===== config.mk =====
export PLATFORM = sky130hd
export DESIGN_NAME = gpio_irq_ctrl
export DESIGN_NICKNAME = d
export VERILOG_FILES = /design/src/rtl/gpio_pkg.sv /design/src/rtl/gpio_sync.sv /design/src/rtl/gpio_detect.sv /design/src/rtl/gpio_irq_ctrl.sv
export SDC_FILE = /design/constraint.sdc
export NUM_CORES = 1
export LEC_CHECK = 0
export BUFFER_PORTS_ARGS = -buffer_cell sky130_fd_sc_hd__buf_2
export CAP_MARGIN = 10
export CELL_PAD_IN_SITES_DETAIL_PLACEMENT = 1
export CELL_PAD_IN_SITES_GLOBAL_PLACEMENT = 1
export CORE_MARGIN = 4
export CORE_UTILIZATION = 24
export DETAILED_ROUTE_END_ITERATION = 8
export GPL_ROUTABILITY_DRIVEN = 0
export GPL_TIMING_DRIVEN = 1
export HOLD_SLACK_MARGIN = 0.06
export PLACE_DENSITY_LB_ADDON = 0.3
export REMOVE_ABC_BUFFERS = 1
export SLEW_MARGIN = 20
export SYNTH_ARGS = -nofsm -noshare
export SYNTH_HDL_FRONTEND = slang
export SYNTH_SLANG_ARGS = --single-unit

===== constraint.sdc =====
create_clock -name clk -period 3.9 [get_ports clk]
set_clock_uncertainty 0.2 [all_clocks]
set_input_delay 0.78 -clock clk [delete_from_list [all_inputs] [get_ports clk]]
set_output_delay 0.78 -clock clk [all_outputs]
set_load 0.05 [all_outputs]

===== src/rtl/gpio_pkg.sv =====
package gpio_pkg;
    // Word indices (byte address >> 2) of the registers
    localparam int OFS_DATA  = 0;
    localparam int OFS_DIR   = 1;
    localparam int OFS_PAD   = 2;
    localparam int OFS_CFGL  = 3;
    localparam int OFS_CFGH  = 4;
    localparam int OFS_MASK  = 5;
    localparam int OFS_STAT  = 6;
    localparam int OFS_AEDGE = 7;

    // Per-pin detection mode: edge_md selects edge vs level, pol the active level / edge
    typedef struct packed {
        logic edge_md;
        logic pol;
    } pin_mode_t;
endpackage


===== src/rtl/gpio_sync.sv =====
module gpio_sync #(
    parameter int W      = 32,
    parameter int STAGES = 2
) (
    input  logic         clk,
    input  logic         rst_n,
    input  logic [W-1:0] d_i,
    output logic [W-1:0] q_o
);
    logic [W-1:0] stage_q [STAGES];

    always_ff @(posedge clk or negedge rst_n) begin
        if (!rst_n) begin
            for (int s = 0; s < STAGES; s++) stage_q[s] <= '0;
        end else begin
            stage_q[0] <= d_i;
            for (int s = 1; s < STAGES; s++) stage_q[s] <= stage_q[s-1];
        end
    end

    assign q_o = stage_q[STAGES-1];
endmodule


===== src/rtl/gpio_detect.sv =====
module gpio_detect
    import gpio_pkg::*;
#(
    parameter int NPIN = 32
) (
    input  logic [NPIN-1:0]   lvl_now,   // synchronized level, one cycle ahead of pad status
    input  logic [NPIN-1:0]   lvl_prev,  // pad status register
    input  logic [NPIN-1:0]   is_input,
    input  logic [NPIN-1:0]   any_edge,
    input  logic [2*NPIN-1:0] cfg,
    output logic [NPIN-1:0]   hit
);
    for (genvar g = 0; g < NPIN; g++) begin : g_pin
        pin_mode_t md;
        logic      chg;
        assign md  = pin_mode_t'(cfg[2*g+1 -: 2]);
        assign chg = lvl_now[g] ^ lvl_prev[g];

        always_comb begin
            if (!is_input[g]) begin
                hit[g] = 1'b0;
            end else if (any_edge[g]) begin
                hit[g] = chg;
            end else if (md.edge_md) begin
                hit[g] = chg & (lvl_now[g] != md.pol);
            end else begin
                hit[g] = (lvl_prev[g] == md.pol);
            end
        end
    end
endmodule


===== src/rtl/gpio_irq_ctrl.sv =====
module gpio_irq_ctrl
    import gpio_pkg::*;
#(
    parameter int NPIN         = 32,
    parameter int ADDR_W       = 6,
    parameter int SYNC_STAGES  = 2,
    parameter bit HAS_ANY_EDGE = 1'b1,
    parameter bit SPLIT_IRQ    = 1'b1
) (
    input  logic              clk,
    input  logic              rst_n,
    input  logic              bus_sel,
    input  logic              bus_wr,
    input  logic [ADDR_W-1:0] bus_addr,
    input  logic [NPIN-1:0]   bus_wdata,
    output logic [NPIN-1:0]   bus_rdata,
    input  logic [NPIN-1:0]   pin_i,
    output logic [NPIN-1:0]   pin_o,
    output logic [NPIN-1:0]   pin_oe_o,
    output logic [1:0]        irq_o
);
    localparam int WORD_W = ADDR_W - 2;
    localparam int HALF   = NPIN / 2;

    logic [NPIN-1:0]   data_q, dir_q, pad_q, mask_q, stat_q, aedge_q;
    logic [2*NPIN-1:0] cfg_q;
    logic [NPIN-1:0]   sync_lvl, hit, pend;
    logic [WORD_W-1:0] word;
    logic              acc_ok, wr_ok;
    logic              we_data, we_dir, we_cfgl, we_cfgh, we_mask, we_stat, we_aedge;

    assign word   = bus_addr[ADDR_W-1:2];
    assign acc_ok = bus_sel && (bus_addr[1:0] == 2'b00);
    assign wr_ok  = acc_ok && bus_wr;

    assign we_data  = wr_ok && (word == WORD_W'(OFS_DATA));
    assign we_dir   = wr_ok && (word == WORD_W'(OFS_DIR));
    assign we_cfgl  = wr_ok && (word == WORD_W'(OFS_CFGL));
    assign we_cfgh  = wr_ok && (word == WORD_W'(OFS_CFGH));
    assign we_mask  = wr_ok && (word == WORD_W'(OFS_MASK));
    assign we_stat  = wr_ok && (word == WORD_W'(OFS_STAT));
    assign we_aedge = wr_ok && (word == WORD_W'(OFS_AEDGE));

    gpio_sync #(.W(NPIN), .STAGES(SYNC_STAGES)) u_sync (
        .clk   (clk),
        .rst_n (rst_n),
        .d_i   (pin_i),
        .q_o   (sync_lvl)
    );

    gpio_detect #(.NPIN(NPIN)) u_detect (
        .lvl_now  (sync_lvl),
        .lvl_prev (pad_q),
        .is_input (~dir_q),
        .any_edge (aedge_q),
        .cfg      (cfg_q),
        .hit      (hit)
    );

    always_ff @(posedge clk or negedge rst_n) begin
        if (!rst_n) begin
            data_q <= '0;
            dir_q  <= '0;
            pad_q  <= '0;
            cfg_q  <= '0;
            mask_q <= '0;
            stat_q <= '0;
        end else begin
            pad_q <= sync_lvl;
            if (we_data) data_q <= bus_wdata;
            if (we_dir)  dir_q  <= bus_wdata;
            if (we_cfgl) cfg_q[NPIN-1:0]      <= bus_wdata;
            if (we_cfgh) cfg_q[2*NPIN-1:NPIN] <= bus_wdata;
            if (we_mask) mask_q <= bus_wdata;
            stat_q <= (stat_q & ~(we_stat ? bus_wdata : '0)) | hit;
        end
    end

    if (HAS_ANY_EDGE) begin : g_aedge
        always_ff @(posedge clk or negedge rst_n) begin
            if (!rst_n)        aedge_q <= '0;
            else if (we_aedge) aedge_q <= bus_wdata;
        end
    end else begin : g_no_aedge
        assign aedge_q = '0;
    end

    always_comb begin
        bus_rdata = '0;
        if (acc_ok) begin
            case (word)
                WORD_W'(OFS_DATA):  bus_rdata = (data_q & dir_q) | (pad_q & ~dir_q);
                WORD_W'(OFS_DIR):   bus_rdata = dir_q;
                WORD_W'(OFS_PAD):   bus_rdata = pad_q & ~dir_q;
                WORD_W'(OFS_CFGL):  bus_rdata = cfg_q[NPIN-1:0];
                WORD_W'(OFS_CFGH):  bus_rdata = cfg_q[2*NPIN-1:NPIN];
                WORD_W'(OFS_MASK):  bus_rdata = mask_q;
                WORD_W'(OFS_STAT):  bus_rdata = stat_q;
                WORD_W'(OFS_AEDGE): bus_rdata = aedge_q;
                default:            bus_rdata = '0;
            endcase
        end
    end

    assign pin_o    = data_q;
    assign pin_oe_o = dir_q;
    assign pend     = stat_q & mask_q;

    if (SPLIT_IRQ) begin : g_split
        assign irq_o = {|pend[NPIN-1:HALF], |pend[HALF-1:0]};

        upper_line_src_chk: assert property (@(posedge clk) disable iff (!rst_n)
            irq_o[1] |-> (stat_q[NPIN-1:HALF] != '0));
    end else begin : g_single
        assign irq_o = {1'b0, |pend};
    end


    out_pin_no_set_chk: assert property (@(posedge clk) disable iff (!rst_n)
        ((stat_q & ~$past(stat_q)) & $past(dir_q)) == '0);


    w1c_clear_chk: assert property (@(posedge clk) disable iff (!rst_n)
        we_stat |=> ((stat_q & $past(bus_wdata & ~hit)) == '0));


    status_sticky_chk: assert property (@(posedge clk) disable iff (!rst_n)
        !we_stat |=> (($past(stat_q) & ~stat_q) == '0));


    oe_hold_chk: assert property (@(posedge clk) disable iff (!rst_n)
        !we_dir |=> $stable(pin_oe_o));
endmodule


Word-level counts from Yosys, hierarchy flattened
Cells that the tools add are included.
Widths: inputs -> output; s select.
{ "op_classes": {"n_eq_ne": 71, "muxes": 99, "n_bitwise": 72, "reduce_logical": 13} }
{ "ops": {"columns": ["op", "count"], "rows": [
  ["$pmux 32 s8", 1],
  ["$and 32x32->32", 4],
  ["$mux 1", 96],
  ["$mux 32", 2],
  ["$not 32->32", 2],
  ["$or 32x32->32", 2],
  ["$and 1x1->1", 32],
  ["$eq 1x1->1", 32],
  ["$ne 1x1->1", 32],
  ["$reduce_or 16->1", 2],
  ["$xor 1x1->1", 32],
  ["$eq 4x3->1 const B", 4],
  ["$logic_and 1x1->1", 9],
  ["$eq 4x2->1 const B", 2],
  ["$eq 4x1->1 const B", 1],
  ["$logic_not 4->1", 1],
  ["$logic_not 2->1", 1]
]} }
{ "word_totals": {"ff_bits": 320, "inputBits": 74, "output_inout_bits": 98, "elab_cells": 265} }

Longest topological paths before layout
{ "depth": {"depth_word": 8, "mapped_depth": 6, "ltp_nobuf": 4} }

Hierarchy
From an unflattened synthesis, not the netlist that was laid out.
{ "unflattened": {"hier_cells": 1079, "area_unflattened_um2": 14248.7} }
{ "by_module_without_submodules": {"columns": ["mod", "n_inst", "cells_per_inst", "area_each_um2", "seq_area_each_um2"], "rows": [
  ["gpio_irq_ctrl", 1, 855, 11365.9, 6406.1],
  ["gpio_sync", 1, 96, 1841.8, 1601.5],
  ["gpio_detect", 1, 128, 1041.0, 0.0]
]} }

Worst setup path after synthesis
No wires, ideal clock.
{ "synth_path": {"path_type": "input port to output port", "from": "in bus_addr[5]", "to": "out bus_rdata[0]", "arrival_time_ns": 2.725, "required_time_ns": 2.920, "setup_slack_ns": 0.195, "path_stages": 5, "path_buffers": 3, "path_cell_list": "clkbuf_1 -> or4b_2 -> clkbuf_1 -> clkbuf_1 -> a21oi_1"} }
{ "synth_between": {"elab_chain_len": 3, "word_cells_on_any_way": 10, "cone_classes": "eq/ne: 7; mux: 2; reduce/logical: 1"} }
{ "synth_lines": {"columns": ["element", "line_no", "source"], "rows": [
  ["start: declaration", "gpio_irq_ctrl.sv:14", "input logic [ADDR_W-1:0] bus_addr,"],
  ["$eq 4x3->1, or another cell as far along", "gpio_irq_ctrl.sv:91", "case (word)"],
  ["$pmux 32 s8 *", "gpio_irq_ctrl.sv:91", null],
  ["$mux 32 *", "gpio_irq_ctrl.sv:90", "if (acc_ok) begin"],
  ["end: declaration", "gpio_irq_ctrl.sv:16", "output logic [NPIN-1:0] bus_rdata,"]
]} }
Every way passes the cells marked *; elsewhere a longest branch is shown, timed or not.

Worst setup path in the final report
{ "layout_path": {"from": "in bus_addr[2]", "to": "out bus_rdata[7]"} }
Same word-level chain as after synthesis.

==> results by group <==
Drt
  • Length of the first detailed-routing pass in iterations: 4
  • Detailed Route WL: 48.59 mm
  • DRC Markers: 0
  • Post-DR wirelength/cell: roughly 23 um
  • Detailed Route Iter0 Violations: about 490
  • Final ANT Viol Nets: 0
  • Via count: around 10000
  • Vias per std cell: about 4.8

Timing
  • Slew at the pin with the worst max-slew slack: between 0.6 and 0.7 ns
  • Fin worst setup slack: approximately 0.31 ns
  • Highest achievable clock rate: 278.8 MHz
  • Final critical-path required period: about 3.6 ns
  • Period utilization: 0.9198
  • Hold slack final: between 0.1 and 0.15 ns
  • Final slew viol count: 0
  • Final setup violation count: 0
  • Final hold violations: 0
  • RSZ-0062 raised after global routing: no
  • Relative slew slack: 0.5805

Cells and area
  • Post-layout instance count excluding filler cells: roughly 2100
  • Proportion of layout cells with a drive suffix above 1: 0.3862
  • Most frequent standard cell in the layout excluding fill and tap cells: sky130_fd_sc_hd__dfrtp_1
  • Top register by number of flip-flops: cfg_q
  • Final core occ: 0.3058
  • Count of inserted antenna diode cells: 0
  • Filler Cell Count: around 6200
  • Synthesis-to-layout area growth: 25.54%
  • Number of nets at the end of the flow: ~1400
  • Max FFs per register: 64
  • Highest-count cells in the layout ignoring fill and taps: sky130_fd_sc_hd__dfrtp_1, sky130_fd_sc_hd__mux2_2, sky130_fd_sc_hd__buf_2

CTS
  • CTS tree: built
  • Clock tree sinks: between 300 and 400
  • TritonCTS buffer count: 40
  • Cell at the root of the clock tree: sky130_fd_sc_hd__clkbuf_16
  • Reg clk slew, reported paths: 0.06 ns
  • Number of buffers on the longest clock path: 3
  • Number of resized instances in the post-cts repair step: 0
  • Buffers inserted by post-CTS timing repair: 0
  • Clock latency on the worst-skew pair: approximately 0.55 ns
  • H-tree level count: 2

Power and ir drop
  • IR drop worst, VDD: about 0.26 mV
  • Power share of the clock group: 0.420
  • Power per cell area: around 470 nW/um^2
  • Design internal power: 6021 uW
  • Portion of total power attributed to sequential cells: 0.455
  • Switching power: between 2000 and 2500 uW
  • Part of the power in combinational logic: 0.125
  • Static leakage power: 0.007825 uW
  • Switching power share of the total: 0.2762

Floorplan
  • I/O pin count: 172
  • Die extent in y: around 250 um
  • Core Footprint: between 50000 and 60000 sq um
  • Core Rows: 88
  • Initial Util: 0.2436
  • DIE WIDTH: 250.7 um
  • Die area: between 60000 and 70000 sq um

Setup path
  • Endpoint of the worst register-to-register path: stat_q[14]$_DFF_PN0_
  • Worst EP required: around 2.9 ns
  • Maximum fanout count along the critical path: 50
  • Flop2flop setup slack: 2.42 ns
  • Critical path data arrival time: roughly 2.6 ns
  • Source of the worst register-to-register timing path: cfg_q[28]$_DFFE_PN0P_
  • Crit Path Category: in -> out
  • Endpoint class of the critical path: output port
  • FF-to-FF path depth: 4
  • Worst setup SP type: input port

Synthesis
  • Most instantiated flip-flop cell in the synthesis netlist: sky130_fd_sc_hd__dfrtp_1
  • Count of state elements after synthesis: 320
  • Count of flip-flops with a built-in enable after synthesis: 0
  • Gate Count Post-Synth: between 1000 and 1500
  • Yosys Warn Count: 0
  • Mean instance size in the synthesized netlist: 12.71 sq um
  • Number of distinct library cells after synthesis: 37
  • Fraction of registers with async set/reset: 1.000
  • Post-synthesis sequential area ratio: 0.5665
  • Mapped cell area: about 14000 sq um

GRT
  • Met1 track demand over resource: 0.2041
  • Largest net degree at the start of global routing: 83
  • Global-route wire length before repair: ~74 mm
  • Number of global-route vias before repair: roughly 11000
  • Busiest layer in global routing: met2
  • Met2 Resource Use GR: 0.2588
  • Initial antenna violation count: 0
  • GRT Overall Usage: 0.1539
  • Fraction of met3 tracks used by global routing: 0.02668
  • Overflow left after global routing: 0

Placement
  • Placement Setup Slack: about 0.33 ns
  • Half-perimeter wire length after placement: between 30 and 40 mm
  • Placed Cells incl. Taps: 2023
  • Port Buf Inserts: 171

Worst hold path
  • Source of the worst hold timing path: pin_i[31]
  • End point of the worst hold path: u_sync.stage_q[63]$_DFF_PN0_
  • Worst hold path depth: 1
  • Worst min-delay path category: in -> reg

Run
  • # Max-Cap Violations: 0

Run status
  • Status: finished clean
[stage by stage]
step | total power, uW | setup TNS, ns | cell area, sq um
floorplan | 4399 | -6.723 | 13920
global placement | 4875 | 0 | 16530
detailed placement | 4902 | 0 | 16530
CTS | 8495 | 0 | 17740
global route | 8717 | 0 | 17740
finish | 8319 | 0 | 17740
[what timing repair did]
item,4_1_cts,5_1_grt
setup endpoints to repair,0,0
hold buffers,1,0
endpoints found under the hold margin,55,0
[cells by family after synthesis]
family                 synth area share
multiplexers                     0.2038
buffers and inverters           0.02328
AND/OR/NAND/NOR                 0.05426
XOR/XNOR                        0.03842
flip-flops                       0.5665
AO/OA/AOI/OAI                    0.1137
[metal layers]
metal / share of wire / routed length (um) / vias to the layer above
li1: - / - / 4460
met1: 0.45 / 21910 / 5235
met2: 0.48 / 23490 / 198
met3: 0.041 / 2010 / 70
met4: 0.024 / 1167 / 0
met5: 0 / 0 / -
[power groups by stage]
stage               Clock [uW]  Sequential, uW  Combinational [uW]
finish                    3490            3790                1040
global route              3760            3820                1130
CTS                       3640            3790                1060
detailed placement           0            3850                1050
global placement             0            3840                1030
floorplan                    0            3930                 465
[cell usage after synthesis, drive strengths merged (2+ instances only)]
cell type	number	area [sq um]
a211oi	15	112.6
a21oi	32	160.2
a221oi	41	359.1
a22o	24	210.2
a31oi	2	12.51
a32oi	30	262.8
buf	20	88.83
clkbuf	34	127.6
dfrtp	320	8008
inv	30	112.6
mux2	254	2860
mux2i	2	20.02
nand2	49	183.9
nand2b	15	93.84
nand3	3	15.01
nand3b	3	22.52
nand4	2	12.51
nor2	65	244.0
nor3	19	105.1
nor3b	3	37.54
o211ai	2	15.01
o21ai	47	235.2
o22ai	15	93.84
o2bb2ai	15	131.4
xnor2	32	280.3
xor2	30	262.8
[cell type report]
| cell class | instances | area, sq um | area share |
|---|---|---|---|
| flip-flops and latches | 320 | 8008 | 0.4513 |
| clock buffers | 58 | 1140 | 0.06424 |
| well taps | 765 | 957.2 | 0.05394 |
| clock inverters | 6 | 66.31 | 0.003737 |
| repair buffers | 201 | 1612 | 0.09082 |
| multi-input cells | 708 | 5849 | 0.3296 |
| inverters | 30 | 112.6 | 0.006346 |
[worst max-delay path by stage]
stage	slack (ns)	from	to
2_1_floorplan	-0.13	bus_addr[3]	cfg_q[32]$_DFFE_PN0P_
5_1_grt	0.25	bus_addr[2]	bus_rdata[7]
3_5_place_dp	0.33	bus_addr[2]	bus_rdata[7]
4_1_cts	0.32	bus_addr[2]	bus_rdata[7]
3_3_place_gp	0.30	bus_addr[2]	bus_rdata[7]
6_report	0.31	bus_addr[2]	bus_rdata[7]
[critical path, cell delays in order]
cell	delay, ns
sky130_fd_sc_hd__buf_4	0.27
sky130_fd_sc_hd__buf_12	0.32
sky130_fd_sc_hd__mux2_2	0.38
sky130_fd_sc_hd__a221oi_1	0.35
sky130_fd_sc_hd__a21oi_1	0.24
sky130_fd_sc_hd__buf_12	0.21
(Power assumes the default switching activity.)
